**config.mk**
```make
export PLATFORM = sky130hd
export DESIGN_NAME = ubat_xlate
export DESIGN_NICKNAME = d
export VERILOG_FILES = /design/src/rtl/ubat_pkg.sv /design/src/rtl/ubat_regfile.sv /design/src/rtl/ubat_match.sv /design/src/rtl/ubat_pick.sv /design/src/rtl/ubat_flush.sv /design/src/rtl/ubat_xlate.sv
export SDC_FILE = /design/constraint.sdc
export NUM_CORES = 1
export LEC_CHECK = 0
export CAP_MARGIN = 10
export CORE_ASPECT_RATIO = 1.1
export CORE_UTILIZATION = 40
export DETAILED_ROUTE_END_ITERATION = 7
export PLACE_DENSITY_LB_ADDON = 0.05
export SLEW_MARGIN = 20
export SYNTH_ARGS = -nofsm -noshare
export SYNTH_HDL_FRONTEND = slang
export SYNTH_HIERARCHICAL = 1
export SYNTH_SLANG_ARGS = --single-unit
export TNS_END_PERCENT = 1
```
**constraint.sdc**
```tcl
create_clock -name clk -period 18.8 [get_ports clk]
set_clock_uncertainty 0.05 [all_clocks]
set_input_delay 5.64 -clock clk [delete_from_list [all_inputs] [get_ports clk]]
set_output_delay 5.64 -clock clk [all_outputs]
set_load 0.01 [all_outputs]
```
**src/rtl/ubat_pkg.sv**
```systemverilog
package ubat_pkg;
  localparam int AW        = 32;
  localparam int BSM_W     = 6;
  localparam int OFS_W     = 17;
  localparam int VALID_BIT = 6;

  typedef struct packed {
    logic          valid;
    logic [1:0]    akey;
    logic [1:0]    pp;
    logic [AW-1:0] mask;
    logic [AW-1:0] tag;
    logic [AW-1:0] pbase;
  } bat_entry_t;

  // Compare mask: ones where a logical bit takes part in the tag match.
  function automatic logic [AW-1:0] blk_mask(input logic [BSM_W-1:0] bsm);
    logic [AW-1:0] span;
    span = ({{(AW-BSM_W){1'b0}}, bsm} << OFS_W) | ((AW'(1) << OFS_W) - AW'(1));
    return ~span;
  endfunction

  function automatic logic sel_key(input logic [1:0] akey, input logic user);
    return user ? akey[0] : akey[1];
  endfunction

  // Remap {key, pp} to the standard two-bit protection encoding.
  function automatic logic [1:0] prot_remap(input logic key, input logic [1:0] pp);
    logic [1:0] r;
    case ({key, pp})
      3'd0, 3'd1, 3'd2: r = 2'd2;
      3'd3:             r = 2'd1;
      3'd4:             r = 2'd0;
      3'd5:             r = 2'd1;
      3'd6:             r = 2'd2;
      default:          r = 2'd1;
    endcase
    return r;
  endfunction

  function automatic logic [AW-1:0] phys_of(input logic [AW-1:0] pbase,
                                            input logic [AW-1:0] mask,
                                            input logic [AW-1:0] la);
    return pbase | (la & ~mask);
  endfunction

  function automatic bat_entry_t build_entry(input logic [AW-1:0] upper,
                                             input logic [AW-1:0] lower);
    bat_entry_t e;
    e.valid = lower[VALID_BIT];
    e.mask  = blk_mask(lower[BSM_W-1:0]);
    e.akey  = upper[3:2];
    e.pp    = upper[1:0];
    e.tag   = upper & e.mask;
    e.pbase = lower & e.mask;
    return e;
  endfunction
endpackage

```
**src/rtl/ubat_regfile.sv**
```systemverilog
module ubat_regfile
  import ubat_pkg::*;
#(
  parameter int NUM_ENT  = 4,
  parameter int REG_BASE = 528,
  parameter int RNUM_W   = 10
) (
  input  logic                       clk,
  input  logic                       rst_n,
  input  logic                       wr_en,
  input  logic [RNUM_W-1:0]          wr_regnum,
  input  logic [AW-1:0]              wr_data,
  output bat_entry_t [NUM_ENT-1:0]   entries,
  output logic                       wr_accept
);
  localparam int IDX_W = (NUM_ENT > 1) ? $clog2(NUM_ENT) : 1;
  localparam int SPAN  = 2 * NUM_ENT;

  logic [RNUM_W-1:0] rel;
  logic [IDX_W-1:0]  wr_idx;
  logic              wr_lower;

  assign rel       = wr_regnum - RNUM_W'(REG_BASE);
  assign wr_accept = wr_en && (wr_regnum >= RNUM_W'(REG_BASE)) && (rel < RNUM_W'(SPAN));
  assign wr_idx    = rel[IDX_W:1];
  assign wr_lower  = rel[0];

  for (genvar g = 0; g < NUM_ENT; g++) begin : g_ent
    logic [AW-1:0] up_q;
    logic [AW-1:0] lo_q;
    logic          sel;

    assign sel = wr_accept && (wr_idx == IDX_W'(g));

    always_ff @(posedge clk) begin
      if (!rst_n) begin
        up_q <= '0;
        lo_q <= '0;
      end else if (sel) begin
        if (wr_lower) lo_q <= wr_data;
        else          up_q <= wr_data;
      end
    end

    assign entries[g] = build_entry(up_q, lo_q);
  end
endmodule

```
**src/rtl/ubat_match.sv**
```systemverilog
module ubat_match
  import ubat_pkg::*;
#(
  parameter int NUM_ENT = 4
) (
  input  bat_entry_t [NUM_ENT-1:0] entries,
  input  logic [AW-1:0]            la,
  output logic [NUM_ENT-1:0]       hit_vec
);
  for (genvar g = 0; g < NUM_ENT; g++) begin : g_cmp
    assign hit_vec[g] = entries[g].valid && ((la & entries[g].mask) == entries[g].tag);
  end
endmodule

```
**src/rtl/ubat_pick.sv**
```systemverilog
module ubat_pick #(
  parameter int NUM_ENT = 4,
  parameter int IDX_W   = 2
) (
  input  logic [NUM_ENT-1:0] hit_vec,
  output logic               any_hit,
  output logic [IDX_W-1:0]   win_idx
);
  always_comb begin
    win_idx = '0;
    for (int i = NUM_ENT - 1; i >= 0; i--) begin
      if (hit_vec[i]) win_idx = IDX_W'(i);
    end
  end
  assign any_hit = |hit_vec;
endmodule

```
**src/rtl/ubat_flush.sv**
```systemverilog
module ubat_flush (
  input  logic clk,
  input  logic rst_n,
  input  logic wr_accept,
  input  logic flush_ack,
  output logic flush_req
);
  always_ff @(posedge clk) begin
    if (!rst_n)         flush_req <= 1'b0;
    else if (wr_accept) flush_req <= 1'b1;
    else if (flush_ack) flush_req <= 1'b0;
  end
endmodule

```
**src/rtl/ubat_xlate.sv**
```systemverilog
module ubat_xlate
  import ubat_pkg::*;
#(
  parameter int NUM_ENT  = 4,
  parameter int REG_BASE = 528,
  parameter int RNUM_W   = 10,
  parameter int NUM_SEG  = 16
) (
  input  logic               clk,
  input  logic               rst_n,
  input  logic               wr_en,
  input  logic [RNUM_W-1:0]  wr_regnum,
  input  logic [31:0]        wr_data,
  input  logic               flush_ack,
  input  logic [31:0]        lk_addr,
  input  logic               lk_user,
  input  logic [NUM_SEG-1:0] seg_t,
  output logic               lk_hit,
  output logic [1:0]         lk_prot,
  output logic [31:0]        lk_pa,
  output logic               flush_req
);
  localparam int IDX_W = (NUM_ENT > 1) ? $clog2(NUM_ENT) : 1;
  localparam int SEG_W = (NUM_SEG > 1) ? $clog2(NUM_SEG) : 1;

  bat_entry_t [NUM_ENT-1:0] entries;
  bat_entry_t               win;
  logic [NUM_ENT-1:0]       hit_vec;
  logic [IDX_W-1:0]         win_idx;
  logic                     raw_hit;
  logic                     bat_wr_sel;
  logic                     t_block;

  ubat_regfile #(.NUM_ENT(NUM_ENT), .REG_BASE(REG_BASE), .RNUM_W(RNUM_W)) u_regs (
    .clk(clk), .rst_n(rst_n), .wr_en(wr_en), .wr_regnum(wr_regnum),
    .wr_data(wr_data), .entries(entries), .wr_accept(bat_wr_sel)
  );

  ubat_match #(.NUM_ENT(NUM_ENT)) u_match (
    .entries(entries), .la(lk_addr), .hit_vec(hit_vec)
  );

  ubat_pick #(.NUM_ENT(NUM_ENT), .IDX_W(IDX_W)) u_pick (
    .hit_vec(hit_vec), .any_hit(raw_hit), .win_idx(win_idx)
  );

  ubat_flush u_flush (
    .clk(clk), .rst_n(rst_n), .wr_accept(bat_wr_sel),
    .flush_ack(flush_ack), .flush_req(flush_req)
  );

  assign t_block = seg_t[lk_addr[AW-1 -: SEG_W]];
  assign win     = entries[win_idx];
  assign lk_hit  = raw_hit && !t_block;
  assign lk_prot = lk_hit ? prot_remap(sel_key(win.akey, lk_user), win.pp) : 2'd0;
  assign lk_pa   = lk_hit ? phys_of(win.pbase, win.mask, lk_addr) : '0;
endmodule

```
# After elaboration in Yosys (flattened, before gate mapping)
# Index checks and enable logic that the tools add are counted.
[word_totals] regBits=257 in_bits=95 output_inout_bits=36 elab_cells=84
[op_classes] add_sub_neg=1 magnitude_cmp=4 eq_ne=11 n_mux=14 bitwise=20 reduce_logical=25
[ops] op="AND 32 bit" n=13
[ops] op="binary-select mux 101 bit (select 2 bit)" n=1
[ops] op="== test 32 bit" n=4
[ops] op="NOT 23 -> 32 bit" n=4
[ops] op="two-way mux 100 bit" n=1
[ops] op="two-way mux 32 bit" n=1
[ops] op="NOT 32 bit" n=1
[ops] op="OR 32 bit" n=1
[ops] op="AND reduction 2 bit" n=8
[ops] op="logical AND 1 bit" n=11
[ops] op="greater-or-equal comparator 10 bit, second input constant" n=1
[ops] op="less-than comparator 10 x 4 -> 1 bit, second input constant" n=1
[ops] op="two-way mux 2 bit" n=5
[ops] op="subtractor 10 bit, second input constant" n=1
[ops] op="OR reduction 4 bit" n=2
[ops] op="== test 3 bit, second input constant" n=2
[ops] op="less-than comparator 4 x 5 -> 1 bit, second input constant" n=1
[ops] op="binary-select mux 1 bit (select 4 bit)" n=1
[ops] op="== test 2 bit, second input constant" n=2
[ops] op="two-way mux 1 bit" n=4
[ops] op="case mux 2 bit (2 select lines)" n=1
[ops] op="== test 3 x 1 -> 1 bit, second input constant" n=1
[ops] op="== test 3 x 2 -> 1 bit, second input constant" n=1
[ops] op="zero test 3 bit" n=1
[ops] op="6 further kinds" n=6

# Logic depth before layout (Yosys ltp)
# Gate-level depths: netlist of run 1.
[depth] ltp_word=15 depth_mapped=13 depth_no_buf=12

# By module
# Netlist of run 1, hierarchy kept.
[modules_own_cells] module="ubat_regfile" n_inst=1 cells_per_inst=974 area_each_um2=8972.4 seq_area_each_um2=3283.1
[modules_own_cells] module="ubat_xlate" n_inst=1 cells_per_inst=342 area_each_um2=2293.4 seq_area_each_um2=0.0
[modules_own_cells] module="ubat_match" n_inst=1 cells_per_inst=305 area_each_um2=1874.3 seq_area_each_um2=0.0
[modules_own_cells] module="ubat_flush" n_inst=1 cells_per_inst=3 area_each_um2=41.3 seq_area_each_um2=20.0
[modules_own_cells] module="ubat_pick" n_inst=1 cells_per_inst=7 area_each_um2=35.0 seq_area_each_um2=0.0

# Worst setup path before layout of run 1
# No wires, ideal clock.
[synth_timing] path_type="input-to-output" start="input port lk_addr[26]" end="output port lk_prot[1]" arrival_ns=8.023 t_required_ns=13.110 path_slack_ns=5.087 stages=11 n_path_buf=1 path_cell_list="nand2_1 > xnor2_1 > nor4_1 > nand3_1 > nor3_1 > inv_1 > a21oi_2 > buf_2 > mux4_2 > a211oi_1 > o21ba_2"
[synth_via] word_cells_on_any_way=29 cone_classes="8 x eq/ne; 9 x mux; 4 x bitwise; 8 x reduce/logical"
[synth_lines] element="start, declared" line_no="ubat_xlate.sv:15" text="input logic [31:0] lk_addr,"
[synth_lines] element="AND 32 bit *" line_no="ubat_match.sv:11" text="assign hit_vec[g] = entries[g].valid && ((la & entries[g].mask) == entries[g].tag);"
[synth_lines] element="== test 32 bit *" line_no="ubat_match.sv:11"
[synth_lines] element="logical AND 1 bit *" line_no="ubat_match.sv:11"
[synth_lines] element="via hit_vec[1]" line_no="ubat_xlate.sv:28" text="logic [NUM_ENT-1:0] hit_vec;"
[synth_lines] element="two-way mux 2 bit * (2 in a row)" line_no="ubat_pick.sv:12" text="if (hit_vec[i]) win_idx = IDX_W'(i);"
[synth_lines] element="via win_idx[0]" line_no="ubat_xlate.sv:29" text="logic [IDX_W-1:0] win_idx;"
[synth_lines] element="binary-select mux 101 bit (select 2 bit) *" line_no="ubat_xlate.sv:53" text="assign win = entries[win_idx];"
[synth_lines] element="two-way mux 100 bit (not written as such) *" line_no="ubat_xlate.sv:53"
[synth_lines] element="two-way mux 1 bit" line_no="ubat_pkg.sv:24" text="return user ? akey[0] : akey[1];"
[synth_lines] element="== test 3 bit (tied with other cells)" line_no="ubat_pkg.sv:30" text="case ({key, pp})"
[synth_lines] element="OR reduction 4 bit (no line)"
[synth_lines] element="case mux 2 bit (2 select lines) *" line_no="ubat_pkg.sv:30"
[synth_lines] element="two-way mux 2 bit *" line_no="ubat_xlate.sv:55" text="assign lk_prot = lk_hit ? prot_remap(sel_key(win.akey, lk_user), win.pp) : 2'd0;"
[synth_lines] element="end, declared" line_no="ubat_xlate.sv:19" text="output logic [1:0] lk_prot,"
# The timed path passes the listed nets; every way through them passes the cells marked *. The select of a mux whose other input is x is not followed.

# Final worst setup path of run 1
[layout_timing] start="input port lk_addr[31]" end="output port lk_prot[1]"
[layout_via] word_cells_on_any_way=32 cone_classes="8 x eq/ne; 11 x mux; 4 x bitwise; 9 x reduce/logical"
[layout_lines] element="AND 32 bit *" line_no="ubat_match.sv:11"
[layout_lines] element="== test 32 bit *" line_no="ubat_match.sv:11"
[layout_lines] element="logical AND 1 bit *" line_no="ubat_match.sv:11"
[layout_lines] element="via hit_vec[2]" line_no="ubat_xlate.sv:28"
[layout_lines] element="two-way mux 2 bit * (3 in a row)" line_no="ubat_pick.sv:12"
[layout_lines] element="via win_idx[1]" line_no="ubat_xlate.sv:29"
[layout_lines] element="binary-select mux 101 bit (select 2 bit) *" line_no="ubat_xlate.sv:53"
[layout_lines] element="two-way mux 100 bit (not written as such) *" line_no="ubat_xlate.sv:53"
[layout_lines] element="two-way mux 1 bit" line_no="ubat_pkg.sv:24"
[layout_lines] element="== test 3 bit (tied with other cells)" line_no="ubat_pkg.sv:30"
[layout_lines] element="OR reduction 4 bit (no line)"
[layout_lines] element="case mux 2 bit (2 select lines) *" line_no="ubat_pkg.sv:30"
[layout_lines] element="two-way mux 2 bit *" line_no="ubat_xlate.sv:55"
# Marked as above.

==> flow_summary.json, run 1 <==
{
  "worst_pin_slew_ps": 801,
  "worstHoldStart": "u_regs/g_ent[1].lo_q[21]",
  "maxSlewViolCount": 0,
  "final_cell_area_um2": 13700,
  "grt_pass1_wl_um": 49000,
  "required_ps": 13110,
  "initial_utilization_pct": 40.8,
  "antenna_found_initial": 0,
  "grt_use_total_pct": 19.6,
  "cp_common_cell": "clkdlybuf4s50_1",
  "drive_above_1_share_pct": 6.06,
  "wl_um": 32000,
  "synth_ff_type": "dfxtp_1",
  "r2r_slack_ps": 18040,
  "multi_input_area_um2": 7460,
  "clkLatencyLatePin_ps": 430,
  "synth_top_area_share_pct": 25.0,
  "end_kind": "output pin",
  "synth_edf_count": 0,
  "synth_cell_types": 45,
  "vias_per_cell": 4.31,
  "min_to": "u_regs/g_ent[1].lo_q[21]",
  "io-pin-count": 131,
  "cts_resized": 0,
  "cts_max_level": 4,
  "io_buffer_count": 120,
  "instances_no_fill": 2076,
  "wl_per_cell_um": 15.4,
  "path_class": "in -> out",
  "postRouteAntennaNets": 0,
  "hp-class": "reg -> reg",
  "post_cts_buffers": 0,
  "worst_r2r_endpoint": "u_regs/g_ent[3].lo_q[4]",
  "fp.dieH_um": 193,
  "rsz0062_at_grt": "false",
  "final_core_util_pct": 42.3,
  "path_max_fanout": 38,
  "synth-seq-cells": 165,
  "numCtsBuffers": 17,
  "cp_cell_sequence": "clkdlybuf4s50_1 > nand2_1 > xnor2_1 > nor4_1 > nand4_1 > nor3_1 > nor2_1 > nor3_2 > buf_4 > mux4_2 > a211oi_1 > o21ba_2 > clkdlybuf4s50_1",
  "clk_pin_slew_ps": 60,
  "finalHoldViolCount": 0,
  "maxCapViolations": 0,
  "placed_cell_area_um2": 13100,
  "synth_top_area_cell": "dfxtp_1",
  "synth.avg_cell_area_um2": 8.10,
  "die_w_um": 175,
  "cp-start-kind": "input port",
  "register_area_um2": 3300,
  "run_status": "completed",
  "finalCritPeriodShare_pct": 84.7,
  "synth_area_leaders": "dfxtp_1 25%, buf_4 19%, mux2i_1 13%",
  "finalSetupTns_ps": 0,
  "core.rowCount": 69,
  "gp_congestion": 0.808,
  "dr.first_iter.drc_count": 427,
  "grt-ovfl-total": 0,
  "cts_sinks": 165,
  "place_inst": 2045,
  "core_um2": 32400,
  "syn_inst": 1631,
  "nFillCells": 3344,
  "max_slew_margin_pct": 46.6,
  "peakVddDrop_mv": 0.0648,
  "slowest_stage": "clkdlybuf4s50_1",
  "final.min_clock_period_ps": 15930,
  "cts_buffer_depth": 2,
  "hold_buffers": 0,
  "diodes": 0,
  "p_leak_nw": 6.60,
  "setup_viol": 0,
  "vias": 8955,
  "max_freq_mhz": 62.8,
  "path_buf_inv": 3,
  "holdWs_ps": 404,
  "synth_seq_area_share_pct": 25.0,
  "dp_hpwl_um": 23400,
  "grt_pass1_vias": 8407,
  "critPathMaxStageDelay_ps": 700,
  "hold_depth": 2,
  "syn_area_um2": 13200,
  "grt_max_degree": 74,
  "first_pass_iters": 4,
  "cts_tree": "built",
  "ys_async_sr_fraction_pct": 0,
  "r2r-start": "u_regs/g_ent[3].lo_q[4]",
  "fin_nets": 1733,
  "arrival_ps": 10240,
  "area_delta_synth_final_pct": 3.65,
  "root_buffer": "clkbuf_16",
  "powerDensity_nw_per_um2": 58.9,
  "yosys_warnings": 6,
  "r2r_cells": 2,
  "die_area_um2": 33800,
  "drc": 0,
  "crit_family": "buffers and inverters"
}
-- cell families after synthesis --
logic type                after synthesis  share of synthesized area (%)
other                                   2                         0.0568
and+or+nand+nor                       468                           15.9
buffers and inverters                 522                           25.5
DFF                                   165                           25.0
xor gates and xnor gates              120                           7.95
muxes                                 218                           19.9
AOI/OAI and AO/OA                     136                           5.67
-- registers in the layout, indices dropped and copies added (netlist names) --
| signal | flops |
|---|---|
| u_regs/g_ent.up_q | 76 |
| u_regs/g_ent.lo_q | 88 |
| u_flush/flush_req | 1 |
-- how the worst max path moves through the flow --
stage | start | to | cells after the start
after global placement | lk_addr[31] | lk_prot[1] | 13
after detailed placement | lk_addr[31] | lk_prot[1] | 13
after global routing | lk_addr[31] | lk_prot[1] | 13
final | lk_addr[31] | lk_prot[1] | 13
after CTS | lk_addr[31] | lk_prot[1] | 13
after floorplan | lk_addr[26] | lk_prot[1] | 11
-- worst min-delay path, cell delays in order, from the launching register on --
cell and delay, ps:
dfxtp_1 300, nand2_1 50, mux2i_1 50
-- layout by cell type (no fill, tap or decap), types with 3 or more instances in the layout --
| cell | instances |
|---|---|
| nand4b_1 | 4 |
| clkinvlp_4 | 4 |
| xor2_1 | 27 |
| buf_4 | 14 |
| clkbuf_16 | 17 |
| nand4_1 | 9 |
| mux2_2 | 6 |
| clkbuf_8 | 3 |
| a21oi_1 | 114 |
| inv_1 | 138 |
| nor4_1 | 22 |
| nor2b_1 | 50 |
| conb_1 | 240 |
| clkbuf_1 | 3 |
| clkdlybuf4s50_1 | 119 |
| mux4_2 | 35 |
| mux2i_1 | 177 |
| a211oi_1 | 6 |
| xnor2_1 | 93 |
| a311oi_1 | 4 |
| dfxtp_1 | 165 |
| nand2_1 | 321 |
| nand3_1 | 6 |
| nor2_1 | 33 |
| nand4_2 | 4 |
| nor3_1 | 7 |
-- metrics by stage --
step                setup slack [ps]  total power [mW]
finish                          2870             0.806
global route                    2580             0.843
CTS                             2760             0.810
detailed placement              2780             0.460
global placement                2810             0.460
floorplan                       5090             0.458
-- cell usage after synthesis (24+ instances only) --
cell / instances
mux2i_1: 177
nor2_1: 33
buf_4: 332
nand2_1: 321
xor2_1: 27
clkbuf_1: 24
mux4_2: 35
nor2b_1: 50
inv_1: 138
dfxtp_1: 165
xnor2_1: 93
a21oi_1: 114
-- metal layers --
| layer | up-vias | global-route usage [%] | share of wire (%) |
|---|---|---|---|
| met3 | 17 | 2.07 | 3.2 |
| met2 | 106 | 33.5 | 48 |
| met4 | 0 | 5.05 | 1.0 |
| met5 | - | 0 | 0 |
| met1 | 4082 | 26.3 | 48 |
| li1 | 4750 | - | - |
-- final cells by class --
cell class	count	area share (%)
clock inverter	8	0.731
sequential	165	24.1
timing repair buffer	134	9.54
tap	426	3.89
inverter	138	3.78
multi-input combinational	1182	54.5
clock buffer	23	3.49
-- power breakdown --
group / switching [mW] / leakage (nW) / internal [mW]
clock network: 0.143 / 0.271 / 0.205
registers: 0.0000747 / 1.33 / 0.350
logic: 0.0627 / 5.00 / 0.0456
No activity file was read; power rests on OpenSTA's default activity.
==> run 2, diff against run 1 <==
- clock period: 18.8 -> 14.05 ns (I/O delays scaled with it)
==> run 2 against run 1 <==
Effect of this change: global-route usage barely moved; non-clock buffer count did not move; largest power group is now the clock network; count of clock-buffer cells in the layout fell by 4; power is 34% higher; design area rose by 0.12%; critical path type unchanged; sequential cell count unchanged; sequential power grew 34%.
==> flow_summary.json, run 2 (synthesized netlist as in run 1, its figures left out) <==
{
  "powerDensity_nw_per_um2": 79.0,
  "io_buffer_count": 120,
  "grt_max_degree": 70,
  "fp.dieH_um": 193,
  "layout_commonest_cell": "nand2_1",
  "gp_congestion": 0.799,
  "fin_nets": 1733,
  "first_pass_iters": 4,
  "nFillCells": 3348,
  "finalSetupTns_ps": 0,
  "rsz0062_at_grt": "false",
  "slowest_stage": "clkdlybuf4s50_1",
  "area_delta_synth_final_pct": 3.78,
  "diodes": 0,
  "cp_common_cell": "clkdlybuf4s50_1",
  "layout_common_cells": "321 x nand2_1, 240 x conb_1, 177 x mux2i_1",
  "dp_hpwl_um": 23000,
  "p_leak_nw": 6.59,
  "grt_pass1_wl_um": 49100,
  "initial_utilization_pct": 40.8,
  "cp-start-kind": "input port",
  "cts_tree": "built",
  "core.rowCount": 69,
  "top_regs": "u_regs/g_ent.lo_q (88), u_regs/g_ent.up_q (76), u_flush/flush_req (1)",
  "arrival_ps": 8630,
  "grt-ovfl-total": 0,
  "final.min_clock_period_ps": 12900,
  "wl_um": 32000,
  "maxCapViolations": 0,
  "worst_pin_slew_ps": 776,
  "post_cts_buffers": 0,
  "peakVddDrop_mv": 0.0834,
  "cts_resized": 0,
  "core_um2": 32400,
  "maxSlewViolCount": 0,
  "grt_use_total_pct": 19.6,
  "top_register": "u_regs/g_ent.lo_q",
  "crit_family": "buffers and inverters",
  "max_freq_mhz": 77.5,
  "path_buf_inv": 3,
  "wl_per_cell_um": 15.4,
  "numCtsBuffers": 17,
  "cp_cell_sequence": "clkdlybuf4s50_1 > nand2_1 > xnor2_1 > nor4_1 > nand3_1 > nor3_1 > nor2_1 > nor3_2 > buf_12 > mux4_2 > a211oi_1 > o21ba_2 > clkdlybuf4s50_1",
  "finalCritPeriodShare_pct": 91.8,
  "grt_pass1_vias": 8450,
  "max_slew_margin_pct": 48.3,
  "drive_above_1_share_pct": 6.18,
  "vias": 8955,
  "cts_max_level": 4,
  "die_w_um": 175,
  "setup_viol": 0,
  "vias_per_cell": 4.31,
  "hold_buffers": 0,
  "holdWs_ps": 405,
  "hp-class": "reg -> reg",
  "root_buffer": "clkbuf_16",
  "largest_reg_flops": 88,
  "postRouteAntennaNets": 0,
  "antenna_found_initial": 0,
  "dr.first_iter.drc_count": 452,
  "cts_buffer_depth": 2,
  "path_max_fanout": 48,
  "end_kind": "output pin",
  "required_ps": 9780,
  "io-pin-count": 131,
  "critPathMaxStageDelay_ps": 760,
  "clk_pin_slew_ps": 70,
  "clkLatencyLatePin_ps": 430,
  "path_class": "in -> out",
  "drc": 0,
  "finalHoldViolCount": 0,
  "die_area_um2": 33800,
  "run_status": "completed",
  "cts_sinks": 165
}
## run 2: cell count changes in the layout (fill, tap and decap cells not counted)
| cell | change |
|---|---|
| buf_12 | +1 |
| buf_4 | -1 |
| clkbuf_1 | -1 |
| clkbuf_8 | -3 |
| clkinv_2 | -2 |
| clkinv_4 | +1 |
| clkinvlp_4 | +2 |
| inv_6 | +4 |
## run 2: area by class of cell
type                            instances  area [um2]  share of cell area, %
Clock buffer                           19         433                   3.16
Multi-Input combinational cell       1182        7460                   54.4
Tap cell                              426         533                   3.89
Timing Repair Buffer                  134        1320                   9.62
Clock inverter                         13         149                   1.09
Inverter                              138         518                   3.78
Sequential cell                       165        3300                   24.1
## run 2: worst min-delay path, delay by kind of cell, from the launching register on
| kind | cells | cell delay (ps) |
|---|---|---|
| DFF | 1 | 310 |
| muxes | 1 | 50 |
| and+or+nand+nor | 1 | 50 |
## run 2: worst paths after layout
path                       startpoint                        to  slack (ps)  cells past startpoint
max reg2reg   u_regs/g_ent[1].lo_q[5]   u_regs/g_ent[1].lo_q[5]       13310                      2
min          u_regs/g_ent[2].lo_q[19]  u_regs/g_ent[2].lo_q[19]         410                      2
min reg2reg  u_regs/g_ent[2].lo_q[19]  u_regs/g_ent[2].lo_q[19]         410                      2
max                       lk_addr[29]                lk_prot[1]        1150                     13
## run 2: metrics by stage
stage          setup WS, ps  area [um2]  power, mW  util (%)  instances
2_1_floorplan          3190       14100      0.613         -       1869
3_3_place_gp           1210       13100      0.616      40.6       2045
3_5_place_dp           1160       13100      0.616      40.6       2045
4_1_cts                1150       13700       1.09      42.4       2077
5_1_grt                 913       13700       1.13      42.4       2077
6_report               1150       13700       1.08      42.4       2077
## run 2: per-layer routing
layer  global-route usage (%)  part of all wire (%)
met5                        0                     0
met3                     2.34                   2.6
met1                     26.2                    48
met2                     33.2                    48
met4                     5.45                   1.5
## run 2: power by group
| group | internal [mW] | switching (mW) |
|---|---|---|
| Combinational | 0.0612 | 0.0848 |
| Clock | 0.264 | 0.205 |
| Sequential | 0.468 | 0.0000988 |
